**src/rtl/pwr_rf_pkg.sv**
```systemverilog
package pwr_rf_pkg;

  localparam logic [7:0] ADR_EVT_UP   = 8'h04;
  localparam logic [7:0] ADR_EVT_DN   = 8'h08;
  localparam logic [7:0] ADR_SW_UP    = 8'h0C;
  localparam logic [7:0] ADR_SW_DN    = 8'h10;
  localparam logic [7:0] ADR_KEY      = 8'h44;
  localparam logic [7:0] ADR_INT_EN   = 8'h48;
  localparam logic [7:0] ADR_HW_DOM   = 8'h5C;
  localparam logic [7:0] ADR_CUR      = 8'h80;
  localparam logic [7:0] ADR_EVT_STAT = 8'h88;
  localparam logic [7:0] ADR_INT_STAT = 8'h8C;

  localparam logic [7:0] KEY_ARM  = 8'hFF;
  localparam logic [7:0] KEY_UP1  = 8'h05;
  localparam logic [7:0] KEY_UP2  = 8'h50;
  localparam logic [7:0] KEY_DN1  = 8'h0A;
  localparam logic [7:0] KEY_DN2  = 8'hA0;

  localparam int INT_W      = 9;
  localparam int IB_DONE    = 0;
  localparam int IB_HWREQ   = 1;
  localparam int IB_KEY_A   = 2;
  localparam int IB_KEY_B   = 3;

  typedef enum logic [1:0] {
    KS_IDLE,
    KS_ARMED,
    KS_UP_HALF,
    KS_DN_HALF
  } key_state_e;

endpackage

```
**src/rtl/pwr_rf_keychk.sv**
```systemverilog
module pwr_rf_keychk
  import pwr_rf_pkg::*;
(
  input  logic       clk,
  input  logic       rst,
  input  logic       key_wr,
  input  logic [7:0] key_byte,
  output logic       commit_up,
  output logic       commit_dn,
  output logic       bad_a,
  output logic       bad_b,
  output key_state_e state_o
);

  key_state_e state_q;

  always_ff @(posedge clk) begin
    if (rst) begin
      state_q   <= KS_IDLE;
      commit_up <= 1'b0;
      commit_dn <= 1'b0;
      bad_a     <= 1'b0;
      bad_b     <= 1'b0;
    end else begin
      commit_up <= 1'b0;
      commit_dn <= 1'b0;
      bad_a     <= 1'b0;
      bad_b     <= 1'b0;
      if (key_wr) begin
        unique case (state_q)
          KS_IDLE: begin
            if (key_byte == KEY_ARM) state_q <= KS_ARMED;
            else                     bad_a   <= 1'b1;
          end
          KS_ARMED: begin
            if (key_byte == KEY_UP1)      state_q <= KS_UP_HALF;
            else if (key_byte == KEY_DN1) state_q <= KS_DN_HALF;
            else begin
              state_q <= KS_IDLE;
              bad_a   <= 1'b1;
            end
          end
          KS_UP_HALF: begin
            state_q <= KS_IDLE;
            if (key_byte == KEY_UP2) commit_up <= 1'b1;
            else                     bad_a     <= 1'b1;
          end
          KS_DN_HALF: begin
            state_q <= KS_IDLE;
            if (key_byte == KEY_DN2) commit_dn <= 1'b1;
            else                     bad_b     <= 1'b1;
          end
          default: state_q <= KS_IDLE;
        endcase
      end
    end
  end

  assign state_o = state_q;

endmodule

```
**src/rtl/pwr_rf_route.sv**
```systemverilog
module pwr_rf_route #(
  parameter int NDOM     = 8,
  parameter int NEVT     = 8,
  parameter int RSVD_EVT = 2
) (
  input  logic            clk,
  input  logic            rst,
  input  logic [NEVT-1:0] hw_evt,
  input  logic [NEVT-1:0] up_en,
  input  logic [NEVT-1:0] dn_en,
  input  logic [NDOM-1:0] dom_mask,
  output logic [NEVT-1:0] acc_q,
  output logic            req_vld_q,
  output logic            req_dir_q,
  output logic [NDOM-1:0] req_mask_q
);

  logic [NEVT-1:0] qual;
  logic [NEVT-1:0] acc;
  logic [NEVT-1:0] up_hit;

  for (genvar g = 0; g < NEVT; g++) begin : g_evt
    if (g == RSVD_EVT) begin : g_rsvd
      assign qual[g] = 1'b0;
    end else begin : g_live
      assign qual[g] = hw_evt[g];
    end
    assign acc[g]    = qual[g] & (up_en[g] | dn_en[g]);
    assign up_hit[g] = qual[g] & up_en[g];
  end

  always_ff @(posedge clk) begin
    if (rst) begin
      acc_q      <= '0;
      req_vld_q  <= 1'b0;
      req_dir_q  <= 1'b0;
      req_mask_q <= '0;
    end else begin
      acc_q      <= acc;
      req_vld_q  <= (|acc) && (|dom_mask);
      req_dir_q  <= |up_hit;
      req_mask_q <= dom_mask;
    end
  end

endmodule

```
**src/rtl/pwr_rf_issue.sv**
```systemverilog
module pwr_rf_issue #(
  parameter int NDOM = 8
) (
  input  logic            clk,
  input  logic            rst,
  input  logic            sw_vld,
  input  logic            sw_dir,
  input  logic [NDOM-1:0] sw_mask,
  input  logic            hw_vld,
  input  logic            hw_dir,
  input  logic [NDOM-1:0] hw_mask,
  input  logic            seq_busy,
  output logic            seq_start,
  output logic            seq_dir,
  output logic [NDOM-1:0] seq_mask
);

  logic            sw_p, hw_p;
  logic            sw_pd, hw_pd;
  logic [NDOM-1:0] sw_pm, hw_pm;
  logic            free;

  assign free = !seq_busy && !seq_start;

  always_ff @(posedge clk) begin
    if (rst) begin
      sw_p      <= 1'b0;
      sw_pd     <= 1'b0;
      sw_pm     <= '0;
      hw_p      <= 1'b0;
      hw_pd     <= 1'b0;
      hw_pm     <= '0;
      seq_start <= 1'b0;
      seq_dir   <= 1'b0;
      seq_mask  <= '0;
    end else begin
      seq_start <= 1'b0;
      if (free && sw_p) begin
        seq_start <= 1'b1;
        seq_dir   <= sw_pd;
        seq_mask  <= sw_pm;
        sw_p      <= 1'b0;
      end else if (free && hw_p) begin
        seq_start <= 1'b1;
        seq_dir   <= hw_pd;
        seq_mask  <= hw_pm;
        hw_p      <= 1'b0;
      end
      if (sw_vld) begin
        sw_p  <= 1'b1;
        sw_pd <= sw_dir;
        sw_pm <= sw_mask;
      end
      if (hw_vld) begin
        hw_p  <= 1'b1;
        hw_pd <= hw_dir;
        hw_pm <= hw_mask;
      end
    end
  end

endmodule

```
**src/rtl/pwr_rf_status.sv**
```systemverilog
module pwr_rf_status
  import pwr_rf_pkg::*;
#(
  parameter int NEVT = 8
) (
  input  logic             clk,
  input  logic             rst,
  input  logic [INT_W-1:0] int_set,
  input  logic [INT_W-1:0] int_clr,
  input  logic [NEVT-1:0]  evt_set,
  input  logic [NEVT-1:0]  evt_clr,
  input  logic [INT_W-1:0] int_en,
  output logic [INT_W-1:0] int_stat,
  output logic [NEVT-1:0]  evt_stat,
  output logic             irq
);

  always_ff @(posedge clk) begin
    if (rst) begin
      int_stat <= '0;
      evt_stat <= '0;
      irq      <= 1'b0;
    end else begin
      int_stat <= (int_stat & ~int_clr) | int_set;
      evt_stat <= (evt_stat & ~evt_clr) | evt_set;
      irq      <= |(int_stat & int_en);
    end
  end

endmodule

```
**src/rtl/pwr_regfront.sv**
```systemverilog
module pwr_regfront
  import pwr_rf_pkg::*;
#(
  parameter int NDOM     = 8,
  parameter int NEVT     = 8,
  parameter int RSVD_EVT = 2,
  parameter int AW       = 8,
  parameter int DW       = 32
) (
  input  logic            clk,
  input  logic            rst,
  input  logic            bus_wr,
  input  logic            bus_rd,
  input  logic [AW-1:0]   bus_addr,
  input  logic [DW-1:0]   bus_wdata,
  output logic [DW-1:0]   bus_rdata,
  input  logic [NEVT-1:0] hw_evt,
  input  logic [NDOM-1:0] cur_mode,
  input  logic            seq_busy,
  input  logic            seq_done,
  input  logic [1:0]      seq_hw_fail,
  input  logic [2:0]      seq_ch_fail,
  output logic            seq_start,
  output logic            seq_dir,
  output logic [NDOM-1:0] seq_mask,
  output logic            irq
);

  localparam logic [NEVT-1:0] RSVD_MASK = NEVT'(1) << RSVD_EVT;

  logic [NEVT-1:0]  evt_up_q, evt_dn_q;
  logic [NDOM-1:0]  sw_up_q, sw_dn_q, hw_dom_q;
  logic [INT_W-1:0] int_en_q;

  logic sel_evt_up, sel_evt_dn, sel_sw_up, sel_sw_dn, sel_key;
  logic sel_int_en, sel_hw_dom, sel_cur, sel_evt_st, sel_int_st;

  assign sel_evt_up = bus_addr == AW'(ADR_EVT_UP);
  assign sel_evt_dn = bus_addr == AW'(ADR_EVT_DN);
  assign sel_sw_up  = bus_addr == AW'(ADR_SW_UP);
  assign sel_sw_dn  = bus_addr == AW'(ADR_SW_DN);
  assign sel_key    = bus_addr == AW'(ADR_KEY);
  assign sel_int_en = bus_addr == AW'(ADR_INT_EN);
  assign sel_hw_dom = bus_addr == AW'(ADR_HW_DOM);
  assign sel_cur    = bus_addr == AW'(ADR_CUR);
  assign sel_evt_st = bus_addr == AW'(ADR_EVT_STAT);
  assign sel_int_st = bus_addr == AW'(ADR_INT_STAT);

  always_ff @(posedge clk) begin
    if (rst) begin
      evt_up_q <= '0;
      evt_dn_q <= '0;
      sw_up_q  <= '0;
      sw_dn_q  <= '0;
      hw_dom_q <= '0;
      int_en_q <= '0;
    end else if (bus_wr) begin
      if (sel_evt_up) evt_up_q <= bus_wdata[NEVT-1:0] & ~RSVD_MASK;
      if (sel_evt_dn) evt_dn_q <= bus_wdata[NEVT-1:0] & ~RSVD_MASK;
      if (sel_sw_up)  sw_up_q  <= bus_wdata[NDOM-1:0];
      if (sel_sw_dn)  sw_dn_q  <= bus_wdata[NDOM-1:0];
      if (sel_hw_dom) hw_dom_q <= bus_wdata[NDOM-1:0];
      if (sel_int_en) int_en_q <= bus_wdata[INT_W-1:0];
    end
  end

  key_state_e key_state;
  logic       commit_up, commit_dn, bad_a, bad_b;

  pwr_rf_keychk u_key (
    .clk       (clk),
    .rst       (rst),
    .key_wr    (bus_wr && sel_key),
    .key_byte  (bus_wdata[7:0]),
    .commit_up (commit_up),
    .commit_dn (commit_dn),
    .bad_a     (bad_a),
    .bad_b     (bad_b),
    .state_o   (key_state)
  );

  logic [NEVT-1:0] evt_acc;
  logic            hw_vld, hw_dir;
  logic [NDOM-1:0] hw_mask;

  pwr_rf_route #(
    .NDOM     (NDOM),
    .NEVT     (NEVT),
    .RSVD_EVT (RSVD_EVT)
  ) u_route (
    .clk        (clk),
    .rst        (rst),
    .hw_evt     (hw_evt),
    .up_en      (evt_up_q),
    .dn_en      (evt_dn_q),
    .dom_mask   (hw_dom_q),
    .acc_q      (evt_acc),
    .req_vld_q  (hw_vld),
    .req_dir_q  (hw_dir),
    .req_mask_q (hw_mask)
  );

  logic            sw_vld;
  logic [NDOM-1:0] sw_mask;

  assign sw_mask = commit_up ? sw_up_q : sw_dn_q;
  assign sw_vld  = (commit_up && (|sw_up_q)) || (commit_dn && (|sw_dn_q));

  pwr_rf_issue #(
    .NDOM (NDOM)
  ) u_issue (
    .clk       (clk),
    .rst       (rst),
    .sw_vld    (sw_vld),
    .sw_dir    (commit_up),
    .sw_mask   (sw_mask),
    .hw_vld    (hw_vld),
    .hw_dir    (hw_dir),
    .hw_mask   (hw_mask),
    .seq_busy  (seq_busy),
    .seq_start (seq_start),
    .seq_dir   (seq_dir),
    .seq_mask  (seq_mask)
  );

  logic [INT_W-1:0] int_set, int_clr, int_stat;
  logic [NEVT-1:0]  evt_clr, evt_stat;

  assign int_set = {seq_ch_fail, seq_hw_fail, bad_b, bad_a, |evt_acc, seq_done};
  assign int_clr = (bus_wr && sel_int_st) ? bus_wdata[INT_W-1:0] : '0;
  assign evt_clr = (bus_wr && sel_evt_st) ? bus_wdata[NEVT-1:0]  : '0;

  pwr_rf_status #(
    .NEVT (NEVT)
  ) u_stat (
    .clk      (clk),
    .rst      (rst),
    .int_set  (int_set),
    .int_clr  (int_clr),
    .evt_set  (evt_acc),
    .evt_clr  (evt_clr),
    .int_en   (int_en_q),
    .int_stat (int_stat),
    .evt_stat (evt_stat),
    .irq      (irq)
  );

  logic [DW-1:0] rd_d;

  always_comb begin
    rd_d = '0;
    if (sel_evt_up)      rd_d[NEVT-1:0]  = evt_up_q;
    else if (sel_evt_dn) rd_d[NEVT-1:0]  = evt_dn_q;
    else if (sel_sw_up)  rd_d[NDOM-1:0]  = sw_up_q;
    else if (sel_sw_dn)  rd_d[NDOM-1:0]  = sw_dn_q;
    else if (sel_hw_dom) rd_d[NDOM-1:0]  = hw_dom_q;
    else if (sel_int_en) rd_d[INT_W-1:0] = int_en_q;
    else if (sel_cur)    rd_d[NDOM-1:0]  = cur_mode;
    else if (sel_evt_st) rd_d[NEVT-1:0]  = evt_stat;
    else if (sel_int_st) rd_d[INT_W-1:0] = int_stat;
  end

  always_ff @(posedge clk) begin
    if (rst)         bus_rdata <= '0;
    else if (bus_rd) bus_rdata <= rd_d;
  end

endmodule

```
**config.mk**
```make
export PLATFORM = sky130hd
export DESIGN_NAME = pwr_regfront
export DESIGN_NICKNAME = d
export VERILOG_FILES = /design/src/rtl/pwr_rf_pkg.sv /design/src/rtl/pwr_rf_keychk.sv /design/src/rtl/pwr_rf_route.sv /design/src/rtl/pwr_rf_issue.sv /design/src/rtl/pwr_rf_status.sv /design/src/rtl/pwr_regfront.sv
export SDC_FILE = /design/constraint.sdc
export NUM_CORES = 1
export LEC_CHECK = 0
export BUFFER_PORTS_ARGS = -buffer_cell sky130_fd_sc_hd__buf_2
export CORE_ASPECT_RATIO = 1.5
export CORE_UTILIZATION = 45
export CTS_CLUSTER_DIAMETER = 100
export DETAILED_ROUTE_END_ITERATION = 12
export PLACE_DENSITY = 0.71
export SLEW_MARGIN = 20
export SYNTH_ARGS = -nofsm -noshare
export SYNTH_HDL_FRONTEND = slang
export SYNTH_HIERARCHICAL = 1
export SYNTH_SLANG_ARGS = --single-unit
```
**constraint.sdc**
```tcl
create_clock -name clk -period 4.5 [get_ports clk]
set_clock_uncertainty 0.1 [all_clocks]
set_input_delay 0.9 -clock clk [delete_from_list [all_inputs] [get_ports clk]]
set_output_delay 0.9 -clock clk [all_outputs]
set_load 0.01 [all_outputs]
```
# After elaboration in Yosys (flattened, before gate mapping)
# Index checks and enable logic that the tools add are counted.
# totals
register_bits	128
latch_bits	0
mem_bits_rw	0
mem_bits_ro	0
inputBits	67
output_inout_bits	43
elab_cells	157
n_memories	0
# classes
addsub	0
mul	0
div_mod_pow	0
magnitude_cmp	0
eq_ne	20
n_shift	0
mux	42
bitwise	31
reduce_logical	35
# op_table
op	n
$mux 8	11
$eq 8x8->1 const B	5
$eq 8x7->1 const B	4
$reduce_or 8->1	4
$mux 9	3
$eq 8x4->1 const B	3
$mux 1	23
$and 9x9->9	2
$eq 8x3->1 const B	2
$reduce_and 2->1	8
$and 1x1->1	14
$reduce_or 7->1	2
$logic_and 1x1->1	9
$not 9->9	1
$or 9x9->9	1
$reduce_or 9->1	1
$and 8x8->8	1
$eq 8x5->1 const B	1
$not 8->8	1
$or 8x8->8	1
$or 1x1->1	7
$mux 2	3
$pmux 2 s3	1
$reduce_bool 2->1	3
other kinds (11)	17

# Longest topological paths before layout
# depth
ltp_word	10
depth_mapped	9
depth_no_buf	7

# Modules after synthesis
# The synthesis kept the hierarchy.
# by_module_without_submodules
module	n_inst	cells_per_inst	area_per_inst_um2	seq_area_each_um2
pwr_regfront	1	405	3280.6	1121.1
pwr_rf_issue	1	104	1139.8	600.6
pwr_rf_status	1	76	630.6	360.3
pwr_rf_route	1	52	563.0	340.3
pwr_rf_keychk	1	37	331.6	120.1

# Worst setup path after synthesis
# Ideal clock, no wire load.
# synth_path
kind	input port to flip-flop
start	input bus_addr[5]
end	register u_key.state_q[0], in the netlist u_key/state_o[0]
setup_ns	0.074
t_arrival_ns	2.505
required_ns	4.326
setup_slack_ns	1.821
stages	6
path_buffers	1
path_cell_list	nor4b_1 > clkbuf_1 > and3_1 > or4b_1 > o31a_1 > o21ai_0
# synth_via
elab_chain_cells	3
# synth_lines
item	line	rtl
start: declaration	pwr_regfront.sv:14	input logic [AW-1:0] bus_addr,
$eq 8x7->1	pwr_regfront.sv:42	assign sel_key = bus_addr == AW'(ADR_KEY);
$logic_and 1x1->1	pwr_regfront.sv:73	.key_wr (bus_wr && sel_key),
$reduce_and 2->1 (no line)	n/a	
end signal: assignment	pwr_rf_keychk.sv:44	state_q <= KS_IDLE;
end signal: assignment	pwr_rf_keychk.sv:49	state_q <= KS_IDLE;
end signal: assignment	pwr_rf_keychk.sv:53	default: state_q <= KS_IDLE;
end: declaration	pwr_rf_keychk.sv:15	key_state_e state_q;
# Every way passes these cells.
# A chain may end at the register's enable or synchronous reset.

# Final worst setup path
# layout_path
start	input bus_addr[2]
end	register u_key.state_q[0], in the netlist u_key/state_o[0]
# Same word-level chain as after synthesis.

==> out/metrics.csv <==
metric,value,unit
Layout area overhead,14.2,%
"Primary FF master, synth",dfxtp_1,
ratio of cells with drive above 1 in the final layout,18.2,%
power density over the cells,385,mW/mm^2
fraction of registers with async set/reset,0,%
Tot GR Track Use,25.2,%
"Clk pin slew, worst setup/hold paths",0.06,ns
"Avg Cell Area, Syn",8.82,sq um
pin count of the biggest net entering global routing,90,
Post-Synthesis Cells,674,
clk sinks,127,
final WL,16400,um
post-synthesis register bit count,127,
Setup TNS Final,0,ns
Synth Cell Area,0.00595,sq mm
final hold vios,0,
CTS max path bufs,2,
max-cap viol count,0,
Die W,95.9,um
"Slew Viols, Final",0,
"Hold-fix buffers, CTS",0,
Num CTS Buffers,17,
std cell rows,51,
clock root cell,clkbuf_16,
ANT nets after route,0,
final setup vio count,0,
fin crit share,64.1,%
GR peak layer,met2,
met2 GRT Util,43.2,%
ANT cells,0,
Final Net Count,790,
initial antenna violation count,0,
Yosys warning count,6,
register area share after synthesis,42.8,%
routed length per placed instance,18.3,um
1st-iter DRT viols,413,
peak supply drop,0.000256,V
GP Congestion,0.947,
relative slew slack,40.0,%
drt pass-1 iters,5,
Std-Cell Core Area,0.0130,sq mm
worst skew pair latency,0.41,ns
status,"finished, final reports clean",
register area,0.00254,sq mm
fin crit period,2.89,ns
Pleak,0.00270,uW
DR DRC count,0,
area of the multi-input gates,0.00303,sq mm
H-tree depth,4,
vias per cell,5.71,
CP Capture Type,flop,
DR vias,5103,
"EDFF count, synth",0,
setup bufs post-CTS,0,
Worst Path Arrival,3.11,ns
post-cts sizing count,0,
synth unique cells,69,
actual slew at the worst max-slew pin,0.901,ns
worst-path maximum fanout,20,
Initial Utilization,45.9,%
WP data required,4.72,ns
worst hold path class,flop to flop,
vias in the first global route,4912,
nature of the critical path startpoint,primary input,
fmax,0.347,GHz
GR Util met1,29.8,%
Min Hold Slack,0.356,ns
CTS tree,yes,
grt met3 use,4.21,%
first-pass GRT wire length,25600,um
die height,143,um
post-DP HPWL,11600,um
Die ar.,0.0137,sq mm
Fill cells,1233,
critical path class,primary input to flop,
GRT overflow,0,
I/O Buffers,62,
RSZ-0062 raised after global routing,false,
num ports,110,
## metal layers
metal	up-vias	routed length [um]
met5	-	0
met4	0	609
met3	38	747
met2	195	8360
met1	2446	6680
li1	2424	-
## metrics by stage
stage | instances | util, % | total power (uW) | worst slack (ns) | cell area (sq um)
6_report | 894 | 52.4 | 2620 | 1.61 | 6790
5_1_grt | 894 | 52.4 | 2700 | 1.48 | 6790
4_1_cts | 894 | 52.4 | 2630 | 1.68 | 6790
3_3_place_gp | 863 | 47.9 | 1280 | 1.32 | 6210
2_1_floorplan | 696 | - | 1240 | 1.82 | 6030
3_5_place_dp | 863 | 47.9 | 1280 | 1.28 | 6210
## path summary, 6_finish.rpt
kind / startpoint / endpoint / slack (ns) / depth (start not counted)
worst max-delay path: bus_addr[2] / u_key/state_o[0]$_SDFFE_PP0P_ / 1.61 / 6
worst min-delay path: u_issue/seq_mask[0]$_SDFFE_PP0P_ / u_issue/seq_mask[0]$_SDFFE_PP0P_ / 0.36 / 1
worst max register to register: sw_up_q[3]$_SDFFE_PP0P_ / u_issue/sw_pm[7]$_SDFFE_PP0P_ / 2.70 / 5
worst min register to register: u_issue/seq_mask[0]$_SDFFE_PP0P_ / u_issue/seq_mask[0]$_SDFFE_PP0P_ / 0.36 / 1
## cells by family after synthesis
logic type | Yosys count | synth area share [%]
compound gates | 143 | 16.3
other cells | 2 | 0.126
mux | 63 | 10.9
flops | 127 | 42.8
buf+inv | 84 | 7.70
simple gates | 255 | 22.2
## sequential cells by signal, indices dropped and copies added, names as in the netlist, 2 cells and up
name	count
sw_up_q	8
u_stat/int_stat	9
u_issue/sw_pm	8
u_stat/evt_stat	8
evt_up_q	7
bus_rdata	9
u_route/acc_q	7
u_issue/hw_pm	8
int_en_q	9
sw_dn_q	8
hw_dom_q	8
evt_dn_q	7
u_issue/seq_mask	8
u_key/state_o	2
u_route/req_mask_q	8
## placed cells by master, fill, tap and decap left out, drive strengths merged, types with 5 or more instances in the layout
cell	count
a2111oi	7
a21oi	50
a22o	9
a22oi	15
and2	25
and2b	8
buf	65
clkbuf	19
clkinv	5
conb	24
dfxtp	127
inv	30
mux2	15
mux2i	48
nand2	51
nand3	23
nand4	7
nor2	97
nor2b	9
nor4	12
o21a	5
o21ai	23
o2bb2ai	5
## Yosys cell counts, types with 15 or more instances
library cell | n | area, sq um
mux2_2 | 15 | 169
nand3_1 | 21 | 105
dfxtp_1 | 127 | 2540
nand2_1 | 50 | 188
clkbuf_1 | 16 | 60.1
a21oi_1 | 49 | 245
a22oi_1 | 15 | 113
mux2i_1 | 48 | 480
o21ai_0 | 16 | 80.1
and2_1 | 24 | 150
nor2_1 | 97 | 364
inv_1 | 27 | 101
buf_4 | 25 | 188
## where the power goes
group / switching, uW / total, uW / internal, uW / leakage (uW)
Clock: 509 / 1350 / 845 / 0.000286
Sequential: 6.76 / 1140 / 1130 / 0.00103
Combinational: 90.0 / 126 / 35.9 / 0.00139
## critical path: stages
cell and delay [ns]:
buf_2 0.36, nor4b_1 0.67, and3_1 0.36, or4b_1 0.49, o31a_1 0.25, o21ai_0 0.07
## final cells by class
type | instances | area share, %
Inverter | 27 | 1.49
Multi-Input combinational cell | 485 | 44.6
Clock inverter | 12 | 1.97
Timing Repair Buffer | 65 | 4.94
Sequential cell | 127 | 37.4
Clock buffer | 19 | 6.67
Tap cell | 159 | 2.93
Note: power is estimated with default switching activity, not from simulation.
